`src/rtl/ccr_pkg.sv`:
```
package ccr_pkg;
    typedef enum logic [1:0] {
        LK_BOOT    = 2'd0,
        LK_ACQUIRE = 2'd1,
        LK_HELD    = 2'd2
    } lock_state_e;

    localparam int REG_W     = 16;
    localparam int Y_W       = 6;
    localparam int BIT_W     = 15;
    localparam int BIT_X     = 14;
    localparam int Y_LSB     = 8;
    localparam int BIT_EDIV  = 7;
    localparam int BIT_STSIM = 6;
    localparam int BIT_STEXT = 5;
    localparam int BIT_SLOCK = 0;
endpackage

```
`src/rtl/ccr_lock_tracker.sv`:
```
module ccr_lock_tracker #(
    parameter int LOCK_CYCLES = 4
) (
    input  logic clk,
    input  logic rst_n,
    input  logic wr_req,
    input  logic relock_req,
    input  logic lock_in,
    input  logic vco_off,
    output logic slock
);
    import ccr_pkg::*;

    localparam int CW = $clog2(LOCK_CYCLES + 1);
    localparam logic [CW-1:0] LAST = CW'(LOCK_CYCLES - 1);

    lock_state_e st_q, st_d;
    logic [CW-1:0] run_q, run_d;

    always_ff @(posedge clk or negedge rst_n) begin
        if (!rst_n) begin
            st_q  <= LK_BOOT;
            run_q <= '0;
        end else begin
            st_q  <= st_d;
            run_q <= run_d;
        end
    end

    always_comb begin
        st_d  = st_q;
        run_d = run_q;
        unique case (st_q)
            LK_BOOT: begin
                run_d = '0;
                if (wr_req) st_d = relock_req ? LK_ACQUIRE : LK_HELD;
            end
            LK_ACQUIRE: begin
                if (relock_req || !lock_in) begin
                    run_d = '0;
                end else if (run_q == LAST) begin
                    st_d  = LK_HELD;
                    run_d = '0;
                end else begin
                    run_d = run_q + 1'b1;
                end
            end
            LK_HELD: begin
                run_d = '0;
                if (relock_req || !lock_in) st_d = LK_ACQUIRE;
            end
            default: begin
                st_d  = LK_BOOT;
                run_d = '0;
            end
        endcase
    end

    always_comb begin
        slock = (st_q != LK_ACQUIRE) || vco_off;
    end
endmodule

```
`src/rtl/ccr_eclk_div.sv`:
```
module ccr_eclk_div #(
    parameter int DIV_FAST = 8,
    parameter int DIV_SLOW = 16
) (
    input  logic clk,
    input  logic rst_n,
    input  logic ediv,
    input  logic eclk_en,
    output logic eclk_out
);
    localparam int CW = $clog2(DIV_SLOW);
    localparam logic [CW-1:0] TC_FAST   = CW'(DIV_FAST - 1);
    localparam logic [CW-1:0] TC_SLOW   = CW'(DIV_SLOW - 1);
    localparam logic [CW-1:0] HALF_FAST = CW'(DIV_FAST / 2);
    localparam logic [CW-1:0] HALF_SLOW = CW'(DIV_SLOW / 2);

    logic [CW-1:0] cnt_q;
    logic          slow_q;
    logic          term;

    assign term = (cnt_q == (slow_q ? TC_SLOW : TC_FAST));

    always_ff @(posedge clk or negedge rst_n) begin
        if (!rst_n) begin
            cnt_q  <= '0;
            slow_q <= 1'b0;
        end else if (term) begin
            cnt_q  <= '0;
            slow_q <= ediv;
        end else begin
            cnt_q  <= cnt_q + 1'b1;
        end
    end

    assign eclk_out = eclk_en && (cnt_q >= (slow_q ? HALF_SLOW : HALF_FAST));
endmodule

```
`src/rtl/ccr_stop_route.sv`:
```
module ccr_stop_route (
    input  logic stop_req,
    input  logic stsim,
    input  logic stext,
    output logic sim_on_vco,
    output logic vco_off,
    output logic clkout_drive
);
    always_comb begin
        sim_on_vco   = !stop_req || stsim;
        vco_off      = stop_req && !stsim;
        clkout_drive = !stop_req || stext;
    end
endmodule

```
`src/rtl/clk_ctrl_unit.sv`:
```
module clk_ctrl_unit #(
    parameter int LOCK_CYCLES = 4,
    parameter int DIV_FAST    = 8,
    parameter int DIV_SLOW    = 16
) (
    input  logic        clk,
    input  logic        rst_n,
    input  logic        bus_en,
    input  logic        bus_wr,
    input  logic        bus_super,
    input  logic [15:0] bus_wdata,
    output logic [15:0] bus_rdata,
    input  logic        lock_in,
    input  logic        eclk_en,
    input  logic        stop_req,
    output logic        relock_o,
    output logic        vco_w,
    output logic        vco_x,
    output logic [5:0]  vco_y,
    output logic        eclk_out,
    output logic        sim_on_vco,
    output logic        vco_off,
    output logic        clkout_drive
);
    import ccr_pkg::*;

    logic           w_q, x_q, ediv_q, stsim_q, stext_q, relock_q;
    logic [Y_W-1:0] y_q;
    logic           sup_wr, sup_rd, loop_chg, slock;
    logic [REG_W-1:0] word;

    assign sup_wr   = bus_en && bus_wr && bus_super;
    assign sup_rd   = bus_en && !bus_wr && bus_super;
    assign loop_chg = sup_wr && ((bus_wdata[BIT_W] != w_q) ||
                                 (bus_wdata[Y_LSB +: Y_W] != y_q));

    always_ff @(posedge clk or negedge rst_n) begin
        if (!rst_n) begin
            w_q      <= 1'b0;
            x_q      <= 1'b0;
            y_q      <= '1;
            ediv_q   <= 1'b0;
            stsim_q  <= 1'b0;
            stext_q  <= 1'b0;
            relock_q <= 1'b0;
        end else begin
            relock_q <= loop_chg;
            if (sup_wr) begin
                w_q     <= bus_wdata[BIT_W];
                x_q     <= bus_wdata[BIT_X];
                y_q     <= bus_wdata[Y_LSB +: Y_W];
                ediv_q  <= bus_wdata[BIT_EDIV];
                stsim_q <= bus_wdata[BIT_STSIM];
                stext_q <= bus_wdata[BIT_STEXT];
            end
        end
    end

    always_comb begin
        word            = '0;
        word[BIT_W]     = w_q;
        word[BIT_X]     = x_q;
        word[Y_LSB +: Y_W] = y_q;
        word[BIT_EDIV]  = ediv_q;
        word[BIT_STSIM] = stsim_q;
        word[BIT_STEXT] = stext_q;
        word[BIT_SLOCK] = slock;
        bus_rdata       = sup_rd ? word : '0;
    end

    assign relock_o = relock_q;
    assign vco_w    = w_q;
    assign vco_x    = x_q;
    assign vco_y    = y_q;

    ccr_lock_tracker #(.LOCK_CYCLES(LOCK_CYCLES)) u_lock (
        .clk        (clk),
        .rst_n      (rst_n),
        .wr_req     (sup_wr),
        .relock_req (loop_chg),
        .lock_in    (lock_in),
        .vco_off    (vco_off),
        .slock      (slock)
    );

    ccr_eclk_div #(.DIV_FAST(DIV_FAST), .DIV_SLOW(DIV_SLOW)) u_ediv (
        .clk      (clk),
        .rst_n    (rst_n),
        .ediv     (ediv_q),
        .eclk_en  (eclk_en),
        .eclk_out (eclk_out)
    );

    ccr_stop_route u_stop (
        .stop_req     (stop_req),
        .stsim        (stsim_q),
        .stext        (stext_q),
        .sim_on_vco   (sim_on_vco),
        .vco_off      (vco_off),
        .clkout_drive (clkout_drive)
    );
endmodule

```
`config.mk`:
```
export PLATFORM = sky130hd
export DESIGN_NAME = clk_ctrl_unit
export DESIGN_NICKNAME = d
export VERILOG_FILES = /design/src/rtl/ccr_pkg.sv /design/src/rtl/ccr_lock_tracker.sv /design/src/rtl/ccr_eclk_div.sv /design/src/rtl/ccr_stop_route.sv /design/src/rtl/clk_ctrl_unit.sv
export SDC_FILE = /design/constraint.sdc
export NUM_CORES = 1
export LEC_CHECK = 0
export CAP_MARGIN = 20
export CORE_MARGIN = 3
export CORE_UTILIZATION = 41
export CTS_BUF_LIST = sky130_fd_sc_hd__clkbuf_4 sky130_fd_sc_hd__clkbuf_8 sky130_fd_sc_hd__clkbuf_16
export CTS_CLUSTER_DIAMETER = 50
export DETAILED_ROUTE_END_ITERATION = 7
export GPL_TIMING_DRIVEN = 0
export PLACE_DENSITY = 0.85
export SLEW_MARGIN = 25
export SYNTH_ARGS = -nofsm -noshare
export SYNTH_HDL_FRONTEND = slang
export SYNTH_SLANG_ARGS = --single-unit
```
`constraint.sdc`:
```
create_clock -name clk -period 2.2 [get_ports clk]
set_clock_uncertainty 0.1 [all_clocks]
set_input_delay 0.33 -clock clk [delete_from_list [all_inputs] [get_ports clk]]
set_output_delay 0.33 -clock clk [all_outputs]
set_load 0.005 [all_outputs]
```
Word level (Yosys, flattened, before mapping)
Cells that the tools add are included.
{"block": "classes", "add_sub_neg": 2, "multipliers": 0, "n_div": 0, "magnitude_cmp": 1, "n_eq_ne": 11, "shift": 0, "n_mux": 13, "bitwise_logic": 0, "n_reduce_logical": 18}
{"operator": "2-to-1 mux 16 bit", "n": 1}
{"operator": "2-to-1 mux 4 bit", "n": 3}
{"operator": "2-to-1 mux 2 bit", "n": 5}
{"operator": "2-to-1 mux 3 bit", "n": 3}
{"operator": "logical AND 1 bit", "n": 7}
{"operator": "inequality test 2 x 1 -> 1 bit (second input constant)", "n": 3}
{"operator": "inequality test 6 bit", "n": 1}
{"operator": "case mux 2 bit (3 select lines)", "n": 1}
{"operator": "logical OR 1 bit", "n": 5}
{"operator": "adder 4 x 1 -> 4 bit (second input constant)", "n": 1}
{"operator": "equality test 4 bit", "n": 1}
{"operator": "greater-or-equal comparator 4 bit", "n": 1}
{"operator": "logical NOT 1 bit", "n": 4}
{"operator": "inequality test 2 bit (second input constant)", "n": 2}
{"operator": "AND reduction 4 bit", "n": 1}
{"operator": "adder 3 x 1 -> 3 bit (second input constant)", "n": 1}
{"operator": "equality test 3 x 2 -> 1 bit (second input constant)", "n": 1}
{"operator": "equality test 2 x 1 -> 1 bit (second input constant)", "n": 1}
{"operator": "equality test 2 bit (second input constant)", "n": 1}
{"operator": "logical NOT 2 bit", "n": 1}
{"operator": "inequality test 1 bit", "n": 1}
{"block": "word_totals", "reg_bits": 22, "latchBits": 0, "ramBits": 0, "romBits": 0, "out_inout_bits": 29, "mem_count": 0}

Depth between registers and ports, before layout
{"block": "depth", "word_depth": 6, "mapped_depth": 6}

Modules after synthesis
A second synthesis with hierarchy kept.
{"block": "hier_totals", "hier_cells": 103, "hier_area_um2": 1246.2}
{"module": "clk_ctrl_unit", "instances": 1, "cells_per_inst": 55, "area_per_inst_um2": 683.2}
{"module": "ccr_eclk_div", "instances": 1, "cells_per_inst": 25, "area_per_inst_um2": 280.3}
{"module": "ccr_lock_tracker", "instances": 1, "cells_per_inst": 20, "area_per_inst_um2": 261.5}
{"module": "ccr_stop_route", "instances": 1, "cells_per_inst": 3, "area_per_inst_um2": 21.3}

Worst setup path after synthesis
No wires, ideal clock.
{"block": "synth_path", "path_type": "register to register", "start": "reg y_q[4], in the netlist vco_y[4]", "end": "reg u_lock.st_q[0]", "setup_time_ns": 0.126, "t_arrival_ns": 1.445, "path_slack_ns": 0.529, "path_stages_with_launch": 5, "path_buffers": 0, "period_less_slack_ns": 1.671, "cell_sequence": "dfstp_2 > xor2_1 > nor4_2 > a41oi_2 > a221o_1"}
{"block": "synth_between", "elab_chain_cells": 6}
{"element": "start, declared", "line_no": "clk_ctrl_unit.sv:28", "rtl": "logic [Y_W-1:0] y_q;"}
{"element": "start signal, assigned", "line_no": "clk_ctrl_unit.sv:51", "rtl": "y_q <= bus_wdata[Y_LSB +: Y_W];"}
{"element": "inequality test 6 bit (*)", "line_no": "clk_ctrl_unit.sv:35", "rtl": "(bus_wdata[Y_LSB +: Y_W] != y_q));"}
{"element": "logical OR 1 bit (*)", "line_no": "clk_ctrl_unit.sv:34", "rtl": "assign loop_chg = sup_wr && ((bus_wdata[BIT_W] != w_q) ||"}
{"element": "logical AND 1 bit (*)", "line_no": "clk_ctrl_unit.sv:34"}
{"element": "net loop_chg", "line_no": "clk_ctrl_unit.sv:29", "rtl": "logic sup_wr, sup_rd, loop_chg, slock;"}
{"element": "2-to-1 mux 2 bit or logical OR 1 bit (tied branches)", "line_no": "ccr_lock_tracker.sv:36, ccr_lock_tracker.sv:39, ccr_lock_tracker.sv:50"}
{"element": "2-to-1 mux 2 bit, or another cell as far along", "line_no": "ccr_lock_tracker.sv:36", "rtl": "if (wr_req) st_d = relock_req ? LK_ACQUIRE : LK_HELD;"}
{"element": "case mux 2 bit (3 select lines) or AND reduction 4 bit (tied branches)"}
{"element": "end signal, assigned", "line_no": "ccr_lock_tracker.sv:25", "rtl": "st_q <= st_d;"}
{"element": "end, declared", "line_no": "ccr_lock_tracker.sv:17", "rtl": "lock_state_e st_q, st_d;"}
The timed path passes the listed nets; every way through them passes the cells marked *. The select of a mux whose other input is x is not followed.
A chain may end at the register's enable or synchronous reset.

Worst setup path in the final report
{"block": "layout_path", "start": "in stop_req", "end": "out bus_rdata[0]"}
{"block": "layout_between", "elab_chain_cells": 3}
{"element": "start, declared", "line_no": "clk_ctrl_unit.sv:15", "rtl": "input logic stop_req,"}
{"element": "logical AND 1 bit", "line_no": "ccr_stop_route.sv:11", "rtl": "vco_off = stop_req && !stsim;"}
{"element": "logical OR 1 bit", "line_no": "ccr_lock_tracker.sv:60", "rtl": "slock = (st_q != LK_ACQUIRE) || vco_off;"}
{"element": "2-to-1 mux 16 bit", "line_no": "clk_ctrl_unit.sv:68", "rtl": "bus_rdata = sup_rd ? word : '0;"}
{"element": "end, declared", "line_no": "clk_ctrl_unit.sv:12", "rtl": "output logic [15:0] bus_rdata,"}
No other way between the ends.

==> results.md <==
* Pwr/cell area at 643.4 mW/mm²
* Hold Vio Cnt, Final at 0
* Reg area at between 500 and 600 µm²
* Most used cell, CP: clkdlybuf4s50_1
* DR DRC count at 0
* Die width at 59.65 µm
* Full die area at between 0.003 and 0.004 mm²
* P_int at 0.0008028 W
* Sw frac at 0.2872
* CTS tree: done
* MaxCap Viol Count at 0
* Clock buffer depth at 2
* Levels on crit path at 4
* Startpoint Class: primary input
* Status: finished clean
* Endpoint, Worst Hold: u_lock.run_q[0]$_DFF_PN0_
* CTS clk-pin slew, worst paths at 110 ps
* Most common cell after layout, fill and taps aside: clkdlybuf4s50_1
* Antenna Nets Post-Route at 0
* VDD IR max at roughly 460 µV
* Setup TNS Final at 0 ps
* Beginning of the worst hold path: u_lock.run_q[0]$_DFF_PN0_
* Most frequent cells in the layout: clkdlybuf4s50_1 (38), dfrtp_1 (16), and2_1 (12), mux2_2 (12), buf_4 (7)
* TritonCTS Buffers at 3
* Layout area overhead at 48.36%
* Leakage at roughly 0.77 nW
* DIE HEIGHT at between 50 and 60 µm
* Critical Path RT at 1770 ps
* WHS at ~370 ps
* Switching power at 0.0003234 W
* Slowest-stage cell, CP: clkdlybuf4s50_1
* Number of port buffers at 43
* Antenna cells at 0
* H-tree Lvls at 1
* Worst stage delay on the critical path at 530 ps
* Reg-to-Reg Start: vco_y[4]$_DFFE_PN1P_
* Crit path DAT at 1710 ps
* Critical R2R Capture: u_lock.st_q[0]$_DFFE_PN0P_
* # setup viols final at 0
* Final net count at 191
* Filler cells at about 220
* Register area share after synthesis at 0.4730
* Slew of the pin with the lowest slew margin at between 500 and 600 ps
* RSZ-0062 raised after global routing: false
* Pwr Total at 0.001126 W
* Tcrit/Tclk final at 0.9711
* Clock Latency Late Sink at 310 ps
* Gpl congestion at 0.6995
* Worst Path Max Fanout at 3
* Clock sinks at 22
* # IOs at 53
* Synthesized flop and latch total at 22
* Post-layout util at 0.6700
* Router iterations before antenna repair at 2
* Synth warnings at 0
* Depth of the worst register-to-register path at 4
* Final slew viol count at 0
* CP Cell Sequence: clkdlybuf4s50_1 -> nand2b_1 -> a211oi_2 -> clkdlybuf4s50_1
* Initial Util at 0.4516
* Cell variety after synth at 28
* Cells after Synth at 106
* FMAX at 468.1 MHz
* Vias per inst at 5.084
* Num rows at 18
* Setup CP Type: in -> out
* CORE AREA at ~0.0026 mm²
* Hold Path Depth at 1
* Fraction of layout cells with a size suffix above 1 at 0.2360
* Clk pwr share at 0.180
* Worst min path class: reg -> reg
* CP bufs+invs at 2
* First-pass GRT wire length at 4650 µm
* Total number of vias at 971
* Area of the multi-input gates at 591.8 µm²
* Initial antenna violation count at 0
* First-iteration detailed-routing DRC count at 14
* FFs w/ async S/R, synth at 1.000
* Combinational Power Share at 0.335
* Crit. End Element: output pin
* Clk root buf: clkbuf_4
* Fin area at 0.001750 mm²
* Minimum clock period at roughly 2100 ps
* Drt wl/cell at 14.93 µm
* Largest net degree at the start of global routing at 23
* Grt total ovfl at 0
* Sequential share of power at 0.485
* Cell Area, Synth at 0.001180 mm²
* Ys flop type: dfrtp_1
* Avg Cell Area, Syn at 11.13 µm²
* DP Wirelength at around 2200 µm
* Placed cell areas at 0.001659 mm²
* Number of global-route vias before repair at 1010
* Total wire length at 2852 µm
* Post-synth EDFFs at 0
* CP delay by family, top: buffers and inverters
* Relative slew slack at 0.6127
* All-Layer GR Usage at 0.1766
* Reg-to-reg slack, setup at 310 ps
==> Yosys cell counts (all sizes together), types with 3 or more instances <==
master	instances	area (µm²)
nand2	7	26.28
xnor2	3	26.28
o21ai	3	15.01
a21oi	5	25.02
and2	12	75.07
xor2	5	43.79
ha	5	62.56
nor2	3	11.26
mux2	12	135.1
buf	4	30.03
dfstp	6	157.7
dfrtp	16	400.4
inv	5	18.77
or2b	3	22.52
==> repair_timing <==
action                                 in CTS  in global routing
hold buffers                                0                  1
setup buffers                               1                  2
pin swaps                                   0                  0
setup endpoints to repair                  11                  1
resized for setup                          11                  1
endpoints found under the hold margin       0                 16
cloned                                      1                  0
==> per-stage QoR <==
| stage | instances | setup slack (ps) |
|---|---|---|
| 2_1_floorplan | 109 | 529.5 |
| 3_3_place_gp | 182 | -259.9 |
| 3_5_place_dp | 182 | -278.6 |
| 4_1_cts | 188 | 0.2345 |
| 5_1_grt | 191 | 4.078 |
| 6_report | 191 | 63.55 |
==> worst max-delay path by stage <==
stage                                     from                    endpoint  slack (ps)
after floorplan           vco_y[4]$_DFFE_PN1P_  u_lock.st_q[0]$_DFFE_PN0P_         530
after global placement               bus_super                bus_rdata[6]        -260
after detailed placement                bus_en                bus_rdata[9]        -280
after CTS                             stop_req                bus_rdata[0]         0.2
after global routing                  stop_req                bus_rdata[0]           4
final                                 stop_req                bus_rdata[0]          60
==> final cells by class <==
cell class / count / share of cell area
Multi-Input combinational cell: 76 / 0.3381
Sequential cell: 22 / 0.3188
Timing Repair Buffer: 48 / 0.2666
Buffer: 6 / 0.02716
Tap cell: 30 / 0.02144
Clock buffer: 4 / 0.01716
Inverter: 5 / 0.01072
==> registers in the layout (all words and copies together), names as in the netlist <==
name	count
u_lock.st_q	2
vco_y	6
stext_q	1
u_ediv.slow_q	1
relock_o	1
u_lock.run_q	3
u_ediv.cnt_q	4
ediv_q	1
vco_w	1
stsim_q	1
vco_x	1
==> power groups by stage <==
| stage | registers (W) | clock network (W) | logic [W] |
|---|---|---|---|
| floorplan | 0.000542 | 0 | 0.000186 |
| global placement | 0.000546 | 0 | 0.000359 |
| detailed placement | 0.000555 | 0 | 0.000373 |
| CTS | 0.000547 | 0.000207 | 0.000373 |
| global route | 0.000558 | 0.000225 | 0.000421 |
| finish | 0.000546 | 0.000203 | 0.000377 |
==> per-layer routing <==
layer  vias up  wire length [µm]  global-route usage
met3         4               203             0.03704
li1        462                 -                   -
met4         0                32             0.04747
met5         -                 0                   0
met1       466              1181              0.2088
met2        39              1434              0.3194
==> worst register-to-register path, stage by stage, from the launching register on <==
cell	delay, ps
dfstp_2	580
xor2_1	80
nor4_2	340
a41oi_2	280
a221o_1	400
==> cells by family after synthesis <==
kind of cell / Yosys count / synth area share
flip-flops: 22 / 0.4730
buffers and inverters: 11 / 0.04773
AO/OA/AOI/OAI: 11 / 0.06257
other: 1 / 0.003178
multiplexers: 12 / 0.1145
XOR/XNOR: 8 / 0.05939
adder cells (fa/ha/maj): 5 / 0.05302
AND/OR/NAND/NOR: 36 / 0.1866
(Power assumes the default switching activity.)
